[src/rtl/sertx_pkg.sv]
package sertx_pkg;

    localparam int SERTX_DATA_W = 8;

    // control state of the holding register and the status flags
    typedef struct packed {
        logic empty;
        logic done;
        logic pend;
    } sertx_flags_t;

endpackage

[src/rtl/sertx_frame_pack.sv]
module sertx_frame_pack #(
    parameter int DATA_W = 8,
    localparam int FW    = DATA_W + 3,
    localparam int CW    = $clog2(DATA_W + 4)
) (
    input  logic [DATA_W-1:0] data,
    input  logic              len9,
    input  logic              bit9,
    output logic [FW-1:0]     word,
    output logic [CW-1:0]     nbits
);
    // bit 0 start, data LSB first, optional ninth bit, stop; unused top bit is 1
    always_comb begin
        word  = {1'b1, (len9 ? bit9 : 1'b1), data, 1'b0};
        nbits = len9 ? CW'(DATA_W + 3) : CW'(DATA_W + 2);
    end
endmodule

[src/rtl/sertx_shifter.sv]
module sertx_shifter #(
    parameter int DATA_W = 8,
    localparam int FW    = DATA_W + 3,
    localparam int CW    = $clog2(DATA_W + 4)
) (
    input  logic          clk,
    input  logic          rst_n,
    input  logic          load,
    input  logic [FW-1:0] load_word,
    input  logic [CW-1:0] load_nbits,
    input  logic          tick,
    output logic          line,
    output logic          busy,
    output logic          frame_end
);
    typedef struct packed {
        logic [FW-1:0] sh;
        logic [CW-1:0] cnt;
        logic [CW-1:0] nbits;
        logic          busy;
    } shift_t;

    shift_t s_d, s_q;

    always_comb begin
        frame_end = s_q.busy && tick && (s_q.cnt == s_q.nbits - CW'(1));
        s_d       = s_q;
        if (load) begin
            s_d.sh    = load_word;
            s_d.cnt   = '0;
            s_d.nbits = load_nbits;
            s_d.busy  = 1'b1;
        end else if (frame_end) begin
            s_d.sh   = '1;
            s_d.cnt  = '0;
            s_d.busy = 1'b0;
        end else if (s_q.busy && tick) begin
            s_d.sh  = {1'b1, s_q.sh[FW-1:1]};
            s_d.cnt = s_q.cnt + CW'(1);
        end
    end

    always_ff @(posedge clk or negedge rst_n) begin
        if (!rst_n) begin
            s_q.sh    <= '1;
            s_q.cnt   <= '0;
            s_q.nbits <= '0;
            s_q.busy  <= 1'b0;
        end else begin
            s_q <= s_d;
        end
    end

    assign line = s_q.sh[0];
    assign busy = s_q.busy;
endmodule

[src/rtl/sertx_irq_gen.sv]
module sertx_irq_gen (
    input  logic empty,
    input  logic done,
    input  logic empty_en,
    input  logic done_en,
    output logic req
);
    always_comb begin
        req = (empty && empty_en) || (done && done_en);
    end
endmodule

[src/rtl/sertx_unit.sv]
module sertx_unit
    import sertx_pkg::*;
#(
    parameter int DATA_W = SERTX_DATA_W,
    localparam int FW    = DATA_W + 3,
    localparam int CW    = $clog2(DATA_W + 4)
) (
    input  logic              clk,
    input  logic              rst_n,
    input  logic              wr_en,
    input  logic [DATA_W-1:0] wr_data,
    input  logic              tx_en,
    input  logic              len9,
    input  logic              bit9,
    input  logic              irq_empty_en,
    input  logic              irq_done_en,
    input  logic              bit_tick,
    output logic              txd,
    output logic              flag_empty,
    output logic              flag_done,
    output logic              irq
);
    sertx_flags_t      f_d, f_q;
    logic [DATA_W-1:0] hold_d, hold_q;

    logic              accept;
    logic              have_byte;
    logic [DATA_W-1:0] next_byte;
    logic              start;
    logic              busy;
    logic              frame_end;
    logic [FW-1:0]     word;
    logic [CW-1:0]     nbits;

    always_comb begin
        accept    = wr_en && f_q.empty;
        have_byte = accept || f_q.pend;
        next_byte = accept ? wr_data : hold_q;
        start     = tx_en && have_byte && (!busy || frame_end);

        f_d    = f_q;
        hold_d = hold_q;
        if (accept) begin
            f_d.pend = 1'b1;
            hold_d   = wr_data;
        end
        if (start) begin
            f_d.pend  = 1'b0;
            f_d.empty = 1'b0;
            f_d.done  = 1'b0;
        end else if (frame_end) begin
            f_d.empty = 1'b1;
            f_d.done  = 1'b1;
        end
    end

    always_ff @(posedge clk or negedge rst_n) begin
        if (!rst_n) begin
            f_q.empty <= 1'b1;
            f_q.done  <= 1'b1;
            f_q.pend  <= 1'b0;
            hold_q    <= '0;
        end else begin
            f_q    <= f_d;
            hold_q <= hold_d;
        end
    end

    sertx_frame_pack #(.DATA_W(DATA_W)) pack_i (
        .data  (next_byte),
        .len9  (len9),
        .bit9  (bit9),
        .word  (word),
        .nbits (nbits)
    );

    sertx_shifter #(.DATA_W(DATA_W)) shift_i (
        .clk        (clk),
        .rst_n      (rst_n),
        .load       (start),
        .load_word  (word),
        .load_nbits (nbits),
        .tick       (bit_tick),
        .line       (txd),
        .busy       (busy),
        .frame_end  (frame_end)
    );

    sertx_irq_gen irq_i (
        .empty    (f_q.empty),
        .done     (f_q.done),
        .empty_en (irq_empty_en),
        .done_en  (irq_done_en),
        .req      (irq)
    );

    assign flag_empty = f_q.empty;
    assign flag_done  = f_q.done;
endmodule

[config.mk]
export PLATFORM = sky130hd
export DESIGN_NAME = sertx_unit
export DESIGN_NICKNAME = d
export VERILOG_FILES = /design/src/rtl/sertx_pkg.sv /design/src/rtl/sertx_frame_pack.sv /design/src/rtl/sertx_shifter.sv /design/src/rtl/sertx_irq_gen.sv /design/src/rtl/sertx_unit.sv
export SDC_FILE = /design/constraint.sdc
export NUM_CORES = 1
export LEC_CHECK = 0
export BUFFER_PORTS_ARGS = -buffer_cell sky130_fd_sc_hd__buf_2
export CORE_MARGIN = 2
export CORE_UTILIZATION = 54
export DETAILED_ROUTE_END_ITERATION = 8
export GPL_TIMING_DRIVEN = 0
export HOLD_SLACK_MARGIN = 0.02
export PLACE_DENSITY = 0.79
export SETUP_SLACK_MARGIN = 0.3
export SYNTH_ARGS = -nofsm -noshare
export SYNTH_HDL_FRONTEND = slang
export SYNTH_SLANG_ARGS = --single-unit
[constraint.sdc]
create_clock -name clk -period 3.2 [get_ports clk]
set_clock_uncertainty 0.1 [all_clocks]
set_input_delay 0.16 -clock clk [delete_from_list [all_inputs] [get_ports clk]]
set_output_delay 0.16 -clock clk [all_outputs]
set_load 0.02 [all_outputs]
Word level (Yosys, flattened, before mapping):

Index checks and enable logic that the tools add are counted.
W data, S select, Z words.

* flip-flop bits (word level): 31
* bits of input ports: 17
* output and inout port bits: 4

* add/sub/neg operators: 2
* equality and inequality tests: 1
* muxes and demuxes: 12
* reduce and logical (&&, ||, !) cells: 14

Operators with widths (number)
* $mux W15: 3
* $mux W8: 1
* $logic_and A1 B1 Y1: 7
* $mux W1: 6
* $add A4 B1 Y4 const B: 1
* $eq A4 B4 Y1: 1
* $mux W2: 2
* $reduce_bool A2 Y1: 2
* $sub A4 B1 Y4 const B: 1
* $logic_or A1 B1 Y1: 3
* $reduce_bool A3 Y1: 1
* $logic_not A1 Y1: 1

Longest topological paths before layout:

* word-level depth: 6
* gate-level depth with buffers: 7

By module:

From an unflattened synthesis, not the netlist that was laid out.

* cells, all modules: 168
* area total of the unflattened synthesis: 1727.9 um^2

By module, submodules not included
* sertx_shifter: times used 1, cells an instance 120, area an instance 1176.1 um^2
* sertx_unit: times used 1, cells an instance 30, area an instance 424.2 um^2
* sertx_frame_pack: times used 1, cells an instance 17, area an instance 118.9 um^2
* sertx_irq_gen: times used 1, cells an instance 1, area an instance 8.8 um^2

Worst setup path before layout:

OpenSTA, ideal clock, no wires.

* path type: flip-flop to flip-flop
* start: reg shift_i.s_q[1] (netlist bit)
* end: reg shift_i.s_q[1] (netlist bit)
* data arrival time: 2028 ps
* setup slack: 945 ps
* stages on the path, launching flop included: 7
* path buffers: 0
* cell sequence: dfrtp_1 -> inv_1 -> ha_1 -> xnor2_1 -> or4_4 -> o31ai_4 -> mux2_1

* word-level cells in the longest chain between the ends: 5

Ends and longest elaborated chain
* start: declaration: RTL line sertx_shifter.sv:23 `shift_t s_d, s_q;`
* $sub A4 B1 Y4: RTL line sertx_shifter.sv:26 `frame_end = s_q.busy && tick && (s_q.cnt == s_q.nbits - CW'(1));`
* $eq A4 B4 Y1: RTL line sertx_shifter.sv:26
* $logic_and A1 B1 Y1: RTL line sertx_shifter.sv:26
* $logic_or A1 B1 Y1: RTL line sertx_unit.sv:39 `start = tx_en && have_byte && (!busy || frame_end);`
* $logic_and A1 B1 Y1: RTL line sertx_unit.sv:39

Every way passes these cells.
A chain may end at the register's enable or synchronous reset.

Worst setup path in the final report:

* start: reg shift_i.s_q[1] (netlist bit)
* end: reg shift_i.s_q[18] (netlist bit)

* word-level cells in the longest chain between the ends: 6

Ends and longest elaborated chain (RTL line)
* $sub A4 B1 Y4 *: sertx_shifter.sv:26
* $eq A4 B4 Y1 *: sertx_shifter.sv:26
* $logic_and A1 B1 Y1 *: sertx_shifter.sv:26
* $logic_or A1 B1 Y1: sertx_unit.sv:39
* $logic_and A1 B1 Y1: sertx_unit.sv:39
* $reduce_bool A3 Y1 (no line) or $mux W15 (tied branches)

Mark *: on every way between the ends. The rest lies on a longest branch, timed or not.

==> results.py <==
metrics = {
    "run_status": {
        "status": "completed",
    },
    "sta": {
        "setup_violations": 0,
        "maxSlewViolCount": 0,
        "postLayoutSetupSlackWorst_ns": 0.438,
        "period_needed_ns": 2.76,
        "fin_setup_tns_ns": 0,
        "slew-limit-headroom": 0.395,
        "hold_violations": 0,
        "rsz0062_at_grt": "no",
        "max_freq_mhz": 362,
        "period_share": 0.863,
        "tightest_slew_ns": 0.898,
    },
    "logic_synthesis": {
        "netlist_area_mm2": 0.00128,
        "synthCells": 116,
        "syn_nets": 136,
        "ys_ff_latch": 27,
        "synth_flop_cell": "dfrtp_1",
        "synthDistinctLibCells": 29,
        "synth-edff-count": 0,
        "seq_area_frac_synth": 0.538,
        "synthArstFlopShare": 1.00,
        "synth_warnings": 0,
        "syn_avg_cell_area_um2": 11.0,
    },
    "worst_setup_path": {
        "worstSetupPathType": "flip-flop to flip-flop",
        "cp.required_ns": 3.37,
        "crit_fanout": 10,
        "critPathCaptureType": "flip-flop",
        "critical_path_arrival_ns": 2.93,
        "startpoint_type": "flip-flop",
    },
    "worst_hold_path": {
        "hold_path_class": "input port to flip-flop",
    },
    "grt": {
        "antenna_found_initial": 0,
        "grt_pass1_vias": 1029,
        "grt-ovfl-total": 0,
        "grtUsageMet3": 0.0457,
        "grt_pass1_wl_um": 4250,
        "track_usage": 0.211,
        "grt.busiest_layer": "met2",
        "grt_max_degree": 28,
        "grt_use_met2": 0.402,
        "use_met1": 0.221,
    },
    "clocking": {
        "cts_tree": "yes",
        "h-tree-depth": 1,
        "cts.sinks": 27,
        "clk_latency_ns": 0.32,
        "cts_buffers": 3,
        "ctsRootBufferMaster": "clkbuf_4",
        "clk_path_buf_depth": 2,
        "path_clk_slew_ns": 0.14,
    },
    "floorplanning": {
        "fp.dieH_um": 52.7,
        "core-area_mm2": 0.00223,
        "initial_core_util": 0.574,
        "placementRows": 17,
        "io_pins": 21,
        "dieWidth_um": 52.7,
        "die_area_mm2": 0.00278,
    },
    "cells_and_area": {
        "drive_above_1_share": 0.275,
        "num-fill-cells": 182,
        "finalNetCount": 174,
        "num_antenna_cells": 0,
        "final_common_cell": "buf_2",
        "syn2layout_area_growth_pct": 22.7,
        "layout_common_cells": "20 x buf_2, 16 x dfrtp_1, 14 x inv_1",
    },
    "pwr": {
        "p_per_area_mw_per_mm2": 330,
        "total_leakage_power_nw": 0.834,
        "ir_drop_uv": 288,
    },
    "place": {
        "io_buffers": 20,
        "gp_congestion": 0.738,
        "place_hpwl_um": 1750,
        "pre_cts_ws_ns": 0.784,
    },
    "routing": {
        "drc": 0,
        "drt-total-wl_um": 2510,
        "drt_first_pass_iters": 4,
        "wl_per_cell_um": 13.9,
        "via_count": 980,
        "vias_per_cell": 5.41,
        "drt_iter0_drc": 14,
        "ant_nets": 0,
    },
    "job": {
        "drv_cap": 0,
    },
}
==> final cells by class <==
| type | instances | area (um2) | area share |
|---|---|---|---|
| inverter | 14 | 52.6 | 0.0334 |
| multi-input combinational | 71 | 513 | 0.326 |
| clock inverter | 1 | 5.00 | 0.00318 |
| timing repair buffer | 33 | 228 | 0.145 |
| sequential | 27 | 689 | 0.439 |
| clock buffer | 3 | 22.5 | 0.0143 |
| buffer | 4 | 26.3 | 0.0167 |
| tap | 28 | 35.0 | 0.0223 |
==> critical path, stage by stage, from the launching register on <==
cell,delay (ns)
dfrtp_1,0.40
inv_1,0.06
ha_1,0.30
xnor2_1,0.15
or4_4,0.59
o31ai_4,0.27
buf_6,0.19
a31oi_1,0.08
dlygate4sd3_1,0.56
==> flip-flops by register name (all words and copies together), names as in the netlist <==
name / flops
shift_i.s_q: 15
flag_empty: 1
hold_q: 8
shift_i.line: 1
shift_i.busy: 1
f_q: 1
==> logic make-up (layout without fill, tap and decap cells) <==
kind of cell	count (synthesis)	in the layout	share of synthesized area
xor+xnor	6	6	0.0410
buf+inv	18	55	0.0615
simple gates	21	21	0.0899
fa+ha+maj	3	3	0.0293
flops	27	27	0.538
compound gates	31	31	0.161
mux	10	10	0.0791
==> routing by layer <==
layer | wire (um) | share of wire | vias to the layer above
li1 | - | - | 471
met1 | 1030 | 0.41 | 470
met2 | 1330 | 0.53 | 33
met3 | 97 | 0.039 | 6
met4 | 58 | 0.023 | 0
met5 | 0 | 0 | -
==> where the power goes <==
group          leakage [nW]  total (mW)  switching, mW  internal, mW
registers             0.332       0.342              0         0.342
clock network        0.0177       0.148          0.101        0.0469
logic                 0.485      0.0297         0.0133        0.0164
total                 0.834       0.519          0.114         0.405
==> path summary, 6_finish.rpt <==
path | start | end | slack, ns | depth (start not counted)
min in group asynchronous | rst_n | hold_q[1] | 0.25 | 2
max in group asynchronous | rst_n | shift_i.s_q[16] | 2.36 | 2
worst max-delay path | shift_i.s_q[1] | shift_i.s_q[18] | 0.44 | 8
worst max register to register | shift_i.s_q[1] | shift_i.s_q[18] | 0.44 | 8
worst min register to register | shift_i.s_q[2] | shift_i.s_q[2] | 0.38 | 1
worst min-delay path | wr_en | f_q[0] | 0.07 | 3
==> synth_stat cells, types with 2 or more instances <==
cell type  count  area share
o21ai_0        2      0.0078
ha_1           3       0.029
inv_1         14       0.041
clkbuf_1       2      0.0059
nand3_1        2      0.0078
nand2_1        7       0.021
nor2_1         2      0.0059
a21oi_1       13       0.051
o22ai_1        9       0.044
nand2b_1       3       0.015
nand3b_1       3       0.018
xnor2_1        5       0.034
dfrtp_1       16        0.31
mux2i_1        9       0.070
dfstp_2       11        0.23
a31oi_1        2      0.0098
==> stage by stage <==
step                      hold slack (ns)  instance area [um2]  utilization  power (mW)  std cells
after global placement             0.0845                 1420        0.634       0.367        164
after detailed placement           0.0948                 1420        0.634       0.367        164
final                              0.0680                 1570        0.704       0.519        181
after floorplan                    -0.236                 1280            -       0.350        116
after global routing               0.0793                 1570        0.704       0.543        181
after CTS                          0.0663                 1560        0.700       0.526        180
==> repair_timing <==
item / in CTS / in global routing
resized for setup: 0 / 0
endpoints found under the hold margin: 27 / 0
hold buffers: 12 / 0
buffers inserted: 0 / 1
setup endpoints to repair: 0 / 1
Power figures use the tool's default switching activity.
